`config.mk`:
```
export PLATFORM = sky130hd
export DESIGN_NAME = padattr_regfile
export DESIGN_NICKNAME = d
export VERILOG_FILES = /design/src/rtl/padattr_regfile.sv
export SDC_FILE = /design/constraint.sdc
export NUM_CORES = 1
export LEC_CHECK = 0
export BUFFER_PORTS_ARGS = -buffer_cell sky130_fd_sc_hd__buf_2
export CAP_MARGIN = 20
export CORE_ASPECT_RATIO = 1.75
export CORE_MARGIN = 3
export CORE_UTILIZATION = 33
export DETAILED_ROUTE_END_ITERATION = 8
export PLACE_DENSITY = 0.55
export SYNTH_ARGS = -nofsm -noshare
export SYNTH_HDL_FRONTEND = slang
export SYNTH_SLANG_ARGS = --single-unit
```
`constraint.sdc`:
```
create_clock -name clk_i -period 2.65 [get_ports clk_i]
set_input_delay 0.53 -clock clk_i [delete_from_list [all_inputs] [get_ports clk_i]]
set_output_delay 0.53 -clock clk_i [all_outputs]
set_load 0.1 [all_outputs]
```
`src/rtl/padattr_regfile.sv`:
```
`timescale 1ns/1ps
module padattr_regfile #(
  parameter int NUM_MUX = 4,
  parameter int NUM_DED = 16,
  parameter int ATTR_W  = 10,
  parameter int ADDR_W  = 5
) (
  input  logic                              clk_i,
  input  logic                              rst_ni,
  input  logic [ADDR_W-1:0]                 reg_addr_i,
  input  logic                              reg_we_i,
  input  logic [ATTR_W-1:0]                 reg_wdata_i,
  output logic [ATTR_W-1:0]                 reg_rdata_o,
  input  logic [NUM_MUX-1:0][ATTR_W-1:0]    mux_legal_i,
  input  logic [NUM_DED-1:0][ATTR_W-1:0]    ded_legal_i,
  output logic [NUM_MUX-1:0][ATTR_W-1:0]    mux_attr_o,
  output logic [NUM_DED-1:0][ATTR_W-1:0]    ded_attr_o
);
  localparam int MUX_BASE = 1;
  localparam int DED_BASE = MUX_BASE + NUM_MUX;
  localparam logic [ATTR_W-1:0] ALWAYS_RW = ATTR_W'(3);

  logic unlock_q;
  logic [NUM_MUX-1:0][ATTR_W-1:0] mux_q;
  logic [NUM_DED-1:0][ATTR_W-1:0] ded_q;

  wire lock_hit = (reg_addr_i == '0);

  always_ff @(posedge clk_i or negedge rst_ni) begin
    if (!rst_ni) begin
      unlock_q <= 1'b1;
      mux_q    <= '0;
      ded_q    <= '0;
    end else if (reg_we_i) begin
      if (lock_hit && !reg_wdata_i[0]) unlock_q <= 1'b0;
      if (unlock_q) begin
        for (int i = 0; i < NUM_MUX; i++)
          if (reg_addr_i == ADDR_W'(MUX_BASE + i))
            mux_q[i] <= reg_wdata_i & (mux_legal_i[i] | ALWAYS_RW);
        for (int j = 0; j < NUM_DED; j++)
          if (reg_addr_i == ADDR_W'(DED_BASE + j))
            ded_q[j] <= reg_wdata_i & (ded_legal_i[j] | ALWAYS_RW);
      end
    end
  end

  always_comb begin
    reg_rdata_o = '0;
    if (lock_hit) reg_rdata_o[0] = unlock_q;
    for (int i = 0; i < NUM_MUX; i++)
      if (reg_addr_i == ADDR_W'(MUX_BASE + i)) reg_rdata_o = mux_q[i];
    for (int j = 0; j < NUM_DED; j++)
      if (reg_addr_i == ADDR_W'(DED_BASE + j)) reg_rdata_o = ded_q[j];
  end

  assign mux_attr_o = mux_q;
  assign ded_attr_o = ded_q;
endmodule

```
**Word level (Yosys, flattened, before mapping)**

Cells that the tools add are included.

- Flip-flop bits (word level): 201
- Bits of input ports: 218
- Output and inout bits: 210
- Logic and storage cells: 106

- Equality and inequality tests: 20
- Multiplexer cells: 21
- Bitwise operators: 20
- Reduce and logical (&&, ||, !) cells: 24

Operator list:

| kind | number |
|---|---|
| 10-bit bitwise AND | 20 |
| 10-bit two-way mux | 20 |
| 3-bit AND reduction | 20 |
| 5-bit by 4-bit == test with 1-bit output, second input constant | 8 |
| 5-bit == test, second input constant | 5 |
| 5-bit by 3-bit == test with 1-bit output, second input constant | 4 |
| 5-bit by 2-bit == test with 1-bit output, second input constant | 2 |
| 5-bit by 1-bit == test with 1-bit output, second input constant | 1 |
| 5-bit zero test | 1 |
| 2-bit AND reduction | 1 |
| 1-bit logical AND | 1 |
| 1-bit zero test | 1 |
| 1-bit two-way mux | 1 |

**Longest topological paths before layout**

- Depth in word-level cells: 22
- Depth in mapped cells: 9
- Mapped depth without buffers: 6

**Worst setup path after synthesis**

No wires, ideal clock.

- Path kind: reg-to-output
- Start: register mux_q (netlist bit mux_attr_o[28])
- End: output port reg_rdata_o[8]
- Arrival: 3.955 ns
- Data required time: 2.120 ns
- Slack: -1.835 ns
- Stages on the path, launching flop included: 7
- Buffers on the path: 0
- Path through: dfrtp_1 mux2_2 a22oi_1 o22a_1 o21ai_0 a21oi_1 o31ai_1

- Cells in the longest elaborated chain, start to end: 18

Ends and longest elaborated chain:

| item | RTL line | RTL |
|---|---|---|
| start, declared | 24 | `logic [NUM_MUX-1:0][ATTR_W-1:0] mux_q;` |
| start signal, assigned by index | 39 | `mux_q[i] <= reg_wdata_i & (mux_legal_i[i] \| ALWAYS_RW);` |
| 10-bit two-way mux (2 in a row) | 51 | `if (reg_addr_i == ADDR_W'(MUX_BASE + i)) reg_rdata_o = mux_q[i];` |
| 10-bit two-way mux (16 in a row) | 53 | `if (reg_addr_i == ADDR_W'(DED_BASE + j)) reg_rdata_o = ded_q[j];` |
| end, declared | 13 | `output logic [ATTR_W-1:0] reg_rdata_o,` |

No other way between the ends.

**Worst setup path after layout**

- Start: input port reg_addr_i[2]
- End: output port reg_rdata_o[7]

- Cells in the longest elaborated chain, start to end: 21
- Elaborated cells between the ends (all ways): 40
- Those cells by class: 20 x eq/ne; 20 x mux

Ends and longest elaborated chain:

| item | RTL line | RTL |
|---|---|---|
| start, declared | 10 | `input logic [ADDR_W-1:0] reg_addr_i,` |
| 5-bit by 1-bit == test with 1-bit output | 51 |  |
| 10-bit two-way mux (4 in a row) | 51 |  |
| 10-bit two-way mux (15 in a row) | 53 |  |
| 10-bit two-way mux (*) | 53 |  |

Mark *: on every way between the ends. The rest lies on a longest branch, timed or not.

==> results.cfg <==
[sta]
relSlewSlack = 0.528
final-hold-violation-count = 0
drv_slew = 0
setup_viol = 10
finalClockSkew_ns = 0.00647
rsz0062_at_grt = true
setup_slack_ns = -0.246
worstMarginPinSlew_ns = 0.708
min_period_ns = 2.90
timing.final.crit_share = 1.09
clock.fmax_mhz = 345

[placed_design]
port_buffers = 387
hpwlAfterDp_um = 38100
placedCellCount = 2008
dpl_cell_area_um2 = 13800
gp_congestion = 0.981

[routing]
wl_per_cell_um = 24.1
drt-total-wl_um = 50100
num_vias = 11000
drtIter0Drc = 703
drt_pass1_iterations = 7
drc = 0
ant_nets = 0
viasPerCell = 5.29

[cts]
clock-sinks = 201
numCtsBuffers = 21
ctsHtreeMaxLevel = 1
cts_tree = done
cts-root-buf = clkbuf_16
cts.path.max_buffers = 3
clk_pin_slew_worst_paths_ns = 0.07
clock_latency_ns = 0.51

[synthesis]
yosys.area.top_type = dfrtp_1
ys.flop_type = dfrtp_1
synth_area_per_cell_um2 = 8.86
synth_warnings = 0
synth_cell_types = 75
syn_nets = 1387
synthArstFlopShare = 1.00
synthesis.area_um2 = 10400
syn_inst = 1169
synth.most_common_cell = nand2_1
yosys_register_bits = 201
synthTopCellsByCount = nand2_1, dfrtp_1, o21ai_0
synth_area_leaders = dfrtp_1, nand2_1, o21ai_0
synth_edf_count = 0
synthDominantCellAreaShare = 0.483
yosysSeqAreaShare = 0.486

[critical_path]
startpoint = reg_addr_i[2]
path_cells = buf_6 -> buf_6 -> inv_1 -> nand2_1 -> o22ai_1 -> a21oi_1 -> a211o_1 -> a31oi_4 -> buf_12
worstSetupPathType = in2out
cp_common_cell = buf_6
critPathMaxStageDelay_ns = 0.32
end_kind = primary output
crit_path_start_kind = primary input
critPathTopFamily = compound AO/OA/AOI/OAI gates
crit_arrival_ns = 2.37
r2r-start = unlock_q
crit_buf_inv = 4
cp.required_ns = 2.12
crit_fanout = 7
cp_slowest_cell = a211o_1

[global_route]
grt_overflow = 0
grt_pass1_wl_um = 71600
grt_max_degree = 80
grt_pass1_vias = 10900
antenna_found_initial = 3
grtUsageTotal = 0.285

[pwr]
p_total_mw = 7.32
vdd_drop_max_mv = 0.429
leakage_nw = 7.81
p_per_area_nw_per_um2 = 473

[layout]
fin_nets = 1891
fin_area_um2 = 15500
drive_above_1_share = 0.462
area_delta_synth_final_pct = 49.5
final_cells = 2080

[min_path]
hp-class = in2async

[floorplanning]
core_area_um2 = 30800
rows = 85
ios = 428
fp.dieW_um = 140
start_util = 0.336
die_h_um = 240
die-area_um2 = 33600

[run_status]
violations = negative setup slack
outcome = finished with violations

[run]
drv_cap = 0
==> layer usage <==
metal	track usage	wire length, µm	vias up
li1	-	-	5086
met1	0.339	18900	5371
met2	0.519	26300	432
met3	0.0350	2540	103
met4	0.115	2250	2
met5	0	13	-
==> what timing repair did <==
item / 4_1_cts / 5_1_grt
buffers inserted: 24 / 12
resized for setup: 76 / 65
pin swaps: 25 / 38
cloned: 1 / 0
hold buffers: 0 / 0
endpoints found under the setup margin: 10 / 10
==> per-stage QoR <==
stage | hold WS [ns] | util | setup WS (ns) | TNS [ns]
finish | 0.0488 | 0.502 | -0.246 | -2.07
global route | 0.0918 | 0.502 | -0.293 | -2.47
CTS | 0.0751 | 0.490 | -0.323 | -2.32
detailed placement | 0.487 | 0.448 | -0.707 | -3.79
global placement | 0.482 | 0.448 | -0.712 | -3.79
floorplan | 0.234 | - | -0.644 | -1.86
==> path summary, 6_finish.rpt <==
path | endpoint | slack [ns] | cells past startpoint
min in group clk_i | mux_attr_o[8] | 0.24 | 3
setup reg to reg | ded_attr_o[12] | 0.64 | 6
max in group asynchronous | ded_attr_o[37] | 1.87 | 2
setup / recovery | reg_rdata_o[7] | -0.25 | 9
hold / removal | ded_attr_o[107] | 0.05 | 1
hold reg to reg | ded_attr_o[27] | 0.50 | 2
==> final cells by class <==
class | count | area, µm²
Antenna cell | 2 | 5.00
Inverter | 7 | 28.8
Tap cell | 391 | 489
Clock inverter | 10 | 136
Timing Repair Buffer | 566 | 3820
Multi-Input combinational cell | 876 | 5370
Clock buffer | 27 | 578
Fill cell | 3056 | 15400
Sequential cell | 201 | 5060
==> report_power, final <==
| group | internal, mW | leakage [nW] | switching (mW) |
|---|---|---|---|
| clock | 1.84 | 0.348 | 1.29 |
| sequential | 3.07 | 2.77 | 0 |
| combinational | 0.474 | 4.69 | 0.646 |
==> cell families after synthesis <==
kind of cell / synth area share
simple gates: 0.190
compound gates: 0.201
flops: 0.486
buf+inv: 0.0458
mux: 0.0771
==> sequential cells by signal, summed over array words and instances, names as in the netlist <==
register	count
mux_attr_o	40
ded_attr_o	160
unlock_q	1
==> layout by cell type (no fill, tap or decap), drive strengths merged, types with 4 or more instances in the layout <==
cell and instances:
nand3 9, o31ai 8, a221oi 5, a32oi 6, mux2i 19, inv 8
o211ai 6, a22oi 13, buf 563, nor2 37, o221ai 5, nor2b 11
clkinv 4, nand2b 7, a21oi 44, nor3 4, mux2 50, nand2 370
o22ai 16, a31oi 8, o21ai 196, clkbuf 30, a2111oi 4, dfrtp 200
Note: power is estimated with default switching activity, not from simulation.
